==> src/rtl/oc_arith_pkg.sv <==
package oc_arith_pkg;

    localparam int unsigned WORD_W = 18;

    typedef enum logic [1:0] {
        OP_ADD = 2'd0,
        OP_SUB = 2'd1,
        OP_INC = 2'd2,
        OP_ISK = 2'd3
    } arith_op_e;

endpackage

==> src/rtl/oc_eac_adder.sv <==
// Binary add of two words with the carry out of the top bit folded back in.
module oc_eac_adder #(
    parameter int unsigned W = 18
) (
    input  logic [W-1:0] a,
    input  logic [W-1:0] b,
    output logic [W-1:0] sum
);
    localparam logic [W-1:0] ONE = {{(W-1){1'b0}}, 1'b1};

    logic [W:0] raw;

    always_comb begin
        raw = {1'b0, a} + {1'b0, b};
        // the top-bit carry re-enters at bit 0; this second add cannot carry again
        sum = raw[W] ? (raw[W-1:0] + ONE) : raw[W-1:0];
    end
endmodule

==> src/rtl/oc_incr.sv <==
// Increment that steps over the all-ones code.
module oc_incr #(
    parameter int unsigned W = 18
) (
    input  logic [W-1:0] val,
    output logic [W-1:0] inc
);
    localparam logic [W-1:0] ALL1 = {W{1'b1}};
    localparam logic [W-1:0] NEAR = ALL1 - {{(W-1){1'b0}}, 1'b1};
    localparam logic [W-1:0] ONE  = {{(W-1){1'b0}}, 1'b1};
    localparam logic [W-1:0] TWO  = ONE + ONE;

    logic skip_code;

    always_comb begin
        // val+1 reaching all ones or beyond means one extra step
        skip_code = (val >= NEAR);
        inc       = val + (skip_code ? TWO : ONE);
    end
endmodule

==> src/rtl/oc_op_unit.sv <==
// Combinational datapath: one shared end-around adder for add and subtract,
// a separate incrementer for the two index forms.
module oc_op_unit
    import oc_arith_pkg::*;
#(
    parameter int unsigned W = 18
) (
    input  arith_op_e    op,
    input  logic [W-1:0] acc,
    input  logic [W-1:0] opnd,
    output logic [W-1:0] res,
    output logic         ov_hit,
    output logic         skip,
    output logic         wb
);
    localparam int unsigned SB   = W - 1;
    localparam logic [W-1:0] ALL1 = {W{1'b1}};

    logic [W-1:0] add_a;
    logic [W-1:0] add_sum;
    logic [W-1:0] inc_val;

    always_comb begin
        add_a = (op == OP_SUB) ? ~acc : acc;
    end

    oc_eac_adder #(.W(W)) adder_i (
        .a   (add_a),
        .b   (opnd),
        .sum (add_sum)
    );

    oc_incr #(.W(W)) incr_i (
        .val (opnd),
        .inc (inc_val)
    );

    always_comb begin
        res    = '0;
        ov_hit = 1'b0;
        skip   = 1'b0;
        wb     = 1'b0;
        unique case (op)
            OP_ADD: begin
                ov_hit = (add_a[SB] == opnd[SB]) && (add_sum[SB] != add_a[SB]);
                res    = (add_sum == ALL1) ? '0 : add_sum;
            end
            OP_SUB: begin
                ov_hit = (add_a[SB] == opnd[SB]) && (add_sum[SB] != add_a[SB]);
                res    = ~add_sum;
            end
            OP_INC: begin
                res = inc_val;
                wb  = 1'b1;
            end
            OP_ISK: begin
                res  = inc_val;
                wb   = 1'b1;
                skip = ~inc_val[SB];
            end
            default: res = '0;
        endcase
    end
endmodule

==> src/rtl/oc_arith_unit.sv <==
module oc_arith_unit
    import oc_arith_pkg::*;
#(
    parameter int unsigned W = oc_arith_pkg::WORD_W
) (
    input  logic         clk,
    input  logic         rst_n,
    input  logic         start,
    input  logic [1:0]   op,
    input  logic [W-1:0] acc_in,
    input  logic [W-1:0] opnd_in,
    input  logic         ovf_clr,
    output logic [W-1:0] result,
    output logic [W-1:0] wb_data,
    output logic         wb_en,
    output logic         skip_req,
    output logic         ovf,
    output logic         done
);
    typedef struct packed {
        logic [W-1:0] res;
        logic         wb;
        logic         skip;
        logic         ovf;
        logic         done;
    } unit_state_t;

    unit_state_t st_d, st_q;

    logic [W-1:0] u_res;
    logic         u_ov;
    logic         u_skip;
    logic         u_wb;

    oc_op_unit #(.W(W)) op_i (
        .op     (arith_op_e'(op)),
        .acc    (acc_in),
        .opnd   (opnd_in),
        .res    (u_res),
        .ov_hit (u_ov),
        .skip   (u_skip),
        .wb     (u_wb)
    );

    always_comb begin
        st_d      = st_q;
        st_d.done = start;
        st_d.skip = start && u_skip;
        st_d.wb   = start && u_wb;
        if (start) begin
            st_d.res = u_res;
        end
        if (ovf_clr) begin
            st_d.ovf = 1'b0;
        end else if (start && u_ov) begin
            st_d.ovf = 1'b1;
        end
    end

    always_ff @(posedge clk) begin
        if (!rst_n) begin
            st_q <= '0;
        end else begin
            st_q <= st_d;
        end
    end

    assign result   = st_q.res;
    assign wb_data  = st_q.res;
    assign wb_en    = st_q.wb;
    assign skip_req = st_q.skip;
    assign ovf      = st_q.ovf;
    assign done     = st_q.done;
endmodule

==> config.mk <==
export PLATFORM = sky130hd
export DESIGN_NAME = oc_arith_unit
export DESIGN_NICKNAME = d
export VERILOG_FILES = /design/src/rtl/oc_arith_pkg.sv /design/src/rtl/oc_eac_adder.sv /design/src/rtl/oc_incr.sv /design/src/rtl/oc_op_unit.sv /design/src/rtl/oc_arith_unit.sv
export SDC_FILE = /design/constraint.sdc
export NUM_CORES = 1
export LEC_CHECK = 0
export ABC_AREA = 1
export CAP_MARGIN = 0
export CORE_MARGIN = 1.5
export CORE_UTILIZATION = 51
export CTS_CLUSTER_DIAMETER = 30
export DETAILED_ROUTE_END_ITERATION = 8
export HOLD_SLACK_MARGIN = 0.15
export PLACE_DENSITY = 0.8
export SLEW_MARGIN = 10
export SYNTH_ARGS = -nofsm -noshare
export SYNTH_HDL_FRONTEND = slang
export SYNTH_SLANG_ARGS = --single-unit
==> constraint.sdc <==
create_clock -name clk -period 5.85 [get_ports clk]
set_input_delay 1.17 -clock clk [delete_from_list [all_inputs] [get_ports clk]]
set_output_delay 1.17 -clock clk [all_outputs]
set_load 0.005 [all_outputs]
==> impl_results.md, run 1 <==
* Status: completed
* Mux contribution to synthesized area at 0
* Ys async rst share at 0
* Switching pwr at 0.000410 W
* Pleak at 2.29 nW
* Yosys warning count at 0
* Placed cells at 824
* N_diodes at 0
* Max-slew violation count at 0
* Avg Inst Size Synth at 5.87 µm²
* GPL Wtd Cong at 0.933
* DRC viols at 0
* Type of the worst setup path: in -> reg
* Top cells by area, synth: nand2_1, dfxtp_1, inv_1
* Clock Sinks at 22
* Worst Tran Pin Value at 0.944 ns
* Initial antenna violation count at 0
* Share of cells above drive strength 1 at 0.103
* Synth unique cells at 48
* Largest net degree at the start of global routing at 30
* H-tree levels at 1
* Die width at 91.0 µm
* RSZ-0062 raised after global routing: false
* Sequential area share after synthesis at 0.112
* Arr. time, crit path at 5.07 ns
* Vias/cell at 5.41
* Adder-Cell Fraction of Synth Area at 0.0862
* Setup TNS at 0 ns
* Crit-path slowest cell: clkdlybuf4s50_1
* Post-DP HPWL at 9030 µm
* DR WL/cell at 13.1 µm
* First-iteration detailed-routing DRC count at 176
* Die Y at 91.0 µm
* Worst min-delay path class: reg -> reg
* CP most frequent cell: nand2_1
* TritonCTS Buffers at 3
* Synth Area in Compound Gates at 0.139
* Final setup viols at 0
* Startpoint types: input port
* # resized after CTS at 0
* Drt total wl at 10900 µm
* Cell internal pwr at 0.000425 W
* Clock Power Share at 0.109
* Post-CTS setup buffers at 0
* I/O pin count at 82
* Post-synth EDFFs at 0
* Clock Path Buffers at 2
* Post-synthesis simple-gate area fraction at 0.455
* Core Box Area at 7370 µm²
* ANT nets after route at 0
* Top_reg_cell synth: dfxtp_1
* Cell with the most instances after synthesis: nand2_1
* Largest stage delay on the critical path at 0.46 ns
* Post-synth top cells: nand2_1, inv_1, nor2_1, nand3_1, a21oi_1
* Worst-path cell chain: clkdlybuf4s50_1 -> inv_1 -> nor2_2 -> buf_4 -> xor2_1 -> ha_1 -> nand2_1 -> inv_2 -> a21oi_1 -> nand2_1 -> nand2_1 -> nand2_1 -> nor2_4 -> nand3_1 -> nor2_2 -> nand4_1 -> nand2_1 -> nand2_2 -> nor2_4 -> nand3_4 -> nand2_1 -> a21oi_1
* Worst Skew at 0 ns
* Seq cells post-synth at 22
* Clock Pin Slew Worst Setup and Hold Paths at 0.07 ns
* Switch share at 0.491
* Part of the power in registers at 0.203
* Final hold viol count at 0
* Syn nets at 740
* Synth area leader: nand2_1
* Initial Util at 0.536
* Crit path time final at 4.93 ns
* Vias in the first global route at 4010
* Area of the die at 8280 µm²
* Final Net Count at 798
* Maximum VDD drop at 0.0752 mV
* TritonCTS clock tree: yes
* Vias at 4470
* Port Buffers at 81
* Max_cap viols at 0
* Element type at the critical path end: flop
* Top cell type's share of synthesized area at 0.183
* Root Driver: clkbuf_8
* Period utilization at 0.843
* Layout Cells excl Fill at 827
* First-pass GRT wire length at 17700 µm
* CP required at 5.99 ns
* Synth Cell Area at 3950 µm²
* Total GRT Usage at 0.255
* Syn Inst Count at 672
* Main combinational cell family by area after synthesis: simple AND/OR/NAND/NOR gates
* Post-layout power at 0.000835 W
* Site row count at 31
* Total grt overflow at 0
* CP max FO at 18
* Max Clk Rate at 203 MHz
* Synthesis-to-layout area growth at 19.0%
* DRT Pass-1 Iters at 5
* Synth Area in XOR/XNOR at 0.0574
* Comb power frac at 0.688
* Worst skew pair latency at 0.26 ns
* Hold-fix buffers, CTS at 0
* PD cells at 178 nW/µm²
* Headroom to the max-slew limit at 0.369
-- worst max-delay path: cells and delay by family --
family          cells  cell delay [ns]
simple gates       14             2.19
buf+inv             4             0.93
fa+ha+maj           1             0.31
compound gates      2             0.28
xor+xnor            1             0.17
-- logic make-up (layout without fill, tap and decap cells) --
family	count (synthesis)	count (layout)
fa+ha+maj	26	26
xor+xnor	25	25
buf+inv	123	179
compound gates	92	92
simple gates	384	384
flops	22	22
-- cell usage in the layout, fill, tap and decap left out, types with 2 or more instances in the layout --
cell type        Yosys  final
nand4_1             12     12
buf_4               18      3
inv_1               87     87
nand2_1            192    192
nand2_2             23     23
dfxtp_1             22     22
xor2_1              20     20
nor4_1               2      2
xnor2_1              4      4
nor3_1               3      3
nand2_4              3      3
a221oi_1             2      2
a21oi_2             11     11
o22ai_1              2      2
nor2_4               5      5
nand3_4              2      2
a31oi_1              2      2
a21o_1               2      2
fa_1                 2      2
clkdlybuf4s50_1      0     81
ha_1                24     24
a211oi_1             3      3
inv_2                4      4
nor2_1              61     60
clkbuf_8             1      3
o211ai_1             3      3
nand3_2              9      9
o21ai_0             27     27
nand3_1             60     60
nor2_2               7      8
o21ai_1              7      7
a21oi_1             29     29
-- per-layer routing --
| metal | vias up | part of all wire | GRT usage |
|---|---|---|---|
| met4 | 0 | 0.034 | 0.116 |
| met3 | 35 | 0.056 | 0.0151 |
| met2 | 195 | 0.46 | 0.438 |
| met5 | - | 0 | 0 |
| met1 | 1985 | 0.45 | 0.325 |
| li1 | 2255 | - | - |
-- power by group through the flow --
stage                     sequential [W]  clock (W)  combinational, W
final                           0.000170  0.0000907          0.000575
after detailed placement        0.000173          0          0.000564
after global routing            0.000172  0.0000972          0.000638
after global placement          0.000172          0          0.000550
after CTS                       0.000170  0.0000932          0.000566
after floorplan                 0.000174          0          0.000413
-- through the flow --
stage,hold WS [ns],setup WS (ns),instance area [µm²],utilization
after floorplan,0.505,1.02,3950,-
after global placement,0.504,0.698,4650,0.632
after detailed placement,0.508,0.640,4650,0.632
after CTS,0.520,0.916,4700,0.637
final,0.516,0.920,4700,0.637
after global routing,0.552,0.511,4700,0.637
-- flip-flops by register name, indices dropped and copies added (netlist names) --
signal and flops:
skip_req 1, done 1, wb_en 1, result 18
ovf 1
-- layout make-up --
type,count,area (µm²)
Clock buffer,3,41.3
Fill cell,702,2670
Inverter,92,345
Multi-Input combinational cell,527,2910
Sequential cell,22,440
Tap cell,99,124
Timing Repair Buffer,84,833
-- final timing paths --
kind / start / slack, ns / to / depth (start not counted)
max: op[0] / 0.92 / result[2]$_SDFFE_PN0P_ / 22
min: ovf$_SDFFE_PP0P_ / 0.52 / ovf$_SDFFE_PP0P_ / 4
max reg2reg: result[15]$_SDFFE_PN0P_ / 5.15 / result[15]$_SDFFE_PN0P_ / 2
min reg2reg: ovf$_SDFFE_PP0P_ / 0.52 / ovf$_SDFFE_PP0P_ / 4
No activity file was read; power rests on OpenSTA's default activity.
==> run 2: changes to the inputs <==
Settings changed: CORE_UTILIZATION 51 to 48, PLACE_DENSITY 0.8 to 0.79.
Clock period 5.85 ns to 3.96 ns, I/O delays scaled along.
==> impl_results.md, run 2 (synthesized netlist as in run 1, its figures left out) <==
* Maximum VDD drop at 0.134 mV
* Port Buffers at 81
* Clock Path Buffers at 2
* Endpoint, Worst Hold: ovf$_SDFFE_PP0P_
* Hold path depth at 4
* Type of the worst setup path: in -> reg
* Worst r2r src: result[15]$_SDFFE_PN0P_
* First-iteration detailed-routing DRC count at 276
* Reg-to-reg setup timing slack at 3.19 ns
* Hold_ws at 0.522 ns
* Worst Skew at 0 ns
* DRC viols at 0
* PD cells at 273 nW/µm²
* Clock Pin Slew Worst Setup and Hold Paths at 0.07 ns
* Worst-path cell chain: dlygate4sd2_1 -> inv_2 -> nor2_4 -> buf_12 -> xor2_2 -> ha_2 -> fa_2 -> xor2_2 -> buf_4 -> buf_4 -> nand3_1 -> xor2_1 -> nand2_1 -> o21ai_1 -> nor2_1 -> nand3_1 -> nor2_2 -> nand2_2 -> nor2_4 -> nand3_4 -> buf_6 -> nand2_1 -> a21oi_1
* Hold-fix buffers, CTS at 0
* Worst min-delay path class: reg -> reg
* ANT nets after route at 0
* Final Net Count at 923
* Arr. time, crit path at 3.98 ns
* GPL Wtd Cong at 0.954
* Startpoint types: input port
* Period utilization at 0.969
* Cell area after layout at 6120 µm²
* Crit-path slowest cell: fa_2
* Initial antenna violation count at 0
* Largest net degree at the start of global routing at 30
* Max Clk Rate at 261 MHz
* DRT Pass-1 Iters at 5
* Drt total wl at 14200 µm
* TritonCTS Buffers at 3
* Max_cap viols at 0
* Vias/cell at 5.37
* Clock Sinks at 22
* Headroom to the max-slew limit at 0.632
* Most common cell after layout, fill and taps aside: nand2_1
* N_diodes at 0
* Vias at 5135
* Post-DP HPWL at 10400 µm
* Root Driver: clkbuf_8
* Total GRT Usage at 0.307
* Layout Cells excl Fill at 956
* Share of cells above drive strength 1 at 0.326
* Status: completed
* Most frequent cells in the layout: nand2_1, buf_4, inv_1, clkdlybuf4s50_1, nand3_1
* Final hold viol count at 0
* Core Box Area at 7850 µm²
* Area after DPL at 5490 µm²
* TritonCTS clock tree: yes
* Largest stage delay on the critical path at 0.42 ns
* Crit path time final at 3.84 ns
* Die width at 93.7 µm
* Synthesis-to-layout area growth at 55.0%
* Max-slew violation count at 0
* CP max FO at 7
* Vias in the first global route at 4752
* CP required at 4.11 ns
* Total grt overflow at 0
* Placed cells at 934
* Final Util at 0.780
* Area of the die at 8780 µm²
* Die Y at 93.7 µm
* Max reg flops at 18
* Worst Reg-to-Reg Cells at 2
* I/O pin count at 82
* Pleak at 2.99 nW
* Initial Util at 0.503
* Crit Reg-Reg Endpoint: result[15]$_SDFFE_PN0P_
* DR WL/cell at 14.9 µm
* Worst Tran Pin Value at 0.550 ns
* Hold Crit Start: ovf$_SDFFE_PP0P_
* Worst skew pair latency at 0.26 ns
* First-pass GRT wire length at 21600 µm
* Element type at the critical path end: flop
* H-tree levels at 1
* Site row count at 32
* Final setup viols at 0
==> run 2: cell types whose count changed in the layout (fill, tap and decap cells not counted), sizes merged <==
cell,change
buf,+125
dlygate4sd2,+1
dlymetal6s2s,+1
clkdlybuf4s50,-3
clkbuf,+2
==> run 2: final cells by class <==
cell class,instances,area [µm²]
Multi-Input combinational cell,527,3320
Timing Repair Buffer,209,1830
Fill cell,623,1730
Sequential cell,22,440
Inverter,92,345
Tap cell,102,128
Clock buffer,4,55.1
==> run 2: what timing repair did <==
item	4_1_cts	5_1_grt
cloned	3	0
buffers inserted	9	10
pin swaps	16	43
gates resized for setup	35	71
setup endpoints to repair	19	20
==> run 2: per-stage QoR <==
| step | TNS [ns] | worst slack (ns) | total power, W |
|---|---|---|---|
| 6_report | 0 | 0.124 | 0.00167 |
| 5_1_grt | -0.419 | -0.0605 | 0.00179 |
| 4_1_cts | 0 | 0.00975 | 0.00154 |
| 3_5_place_dp | -8.92 | -0.488 | 0.00133 |
| 3_3_place_gp | -7.86 | -0.436 | 0.00130 |
| 2_1_floorplan | 0 | 0.00998 | 0.000869 |
==> run 2: how the worst max path moves through the flow <==
stage	from	end	slack (ns)
2_1_floorplan	op[1]	result[6]$_SDFFE_PN0P_	0.01
3_3_place_gp	op[1]	result[2]$_SDFFE_PN0P_	-0.44
4_1_cts	op[1]	result[16]$_SDFFE_PN0P_	0.01
6_report	op[0]	result[15]$_SDFFE_PN0P_	0.12
3_5_place_dp	op[1]	result[3]$_SDFFE_PN0P_	-0.49
5_1_grt	op[0]	result[15]$_SDFFE_PN0P_	-0.06
==> run 2: routing by layer <==
layer | vias to the layer above | share of wire | track usage
li1 | 2512 | - | -
met4 | 0 | 0.041 | 0.0983
met2 | 226 | 0.51 | 0.582
met5 | - | 0 | 0
met3 | 55 | 0.067 | 0.0218
met1 | 2342 | 0.38 | 0.362
==> run 2: critical path: cells and delay by family <==
| family | cells | cell delay, ns |
|---|---|---|
| AO/OA/AOI/OAI | 2 | 0.15 |
| XOR/XNOR | 3 | 0.54 |
| adder cells (fa/ha/maj) | 2 | 0.61 |
| buffers and inverters | 6 | 0.91 |
| AND/OR/NAND/NOR | 10 | 0.98 |
==> run 2: power by group <==
group	internal, W	switching [W]	leakage [nW]	total (W)
clock network	0.0000887	0.0000725	0.0288	0.000161
registers	0.000239	0.0000123	0.182	0.000252
logic	0.000579	0.000680	2.78	0.00126
total	0.000907	0.000765	2.99	0.00167
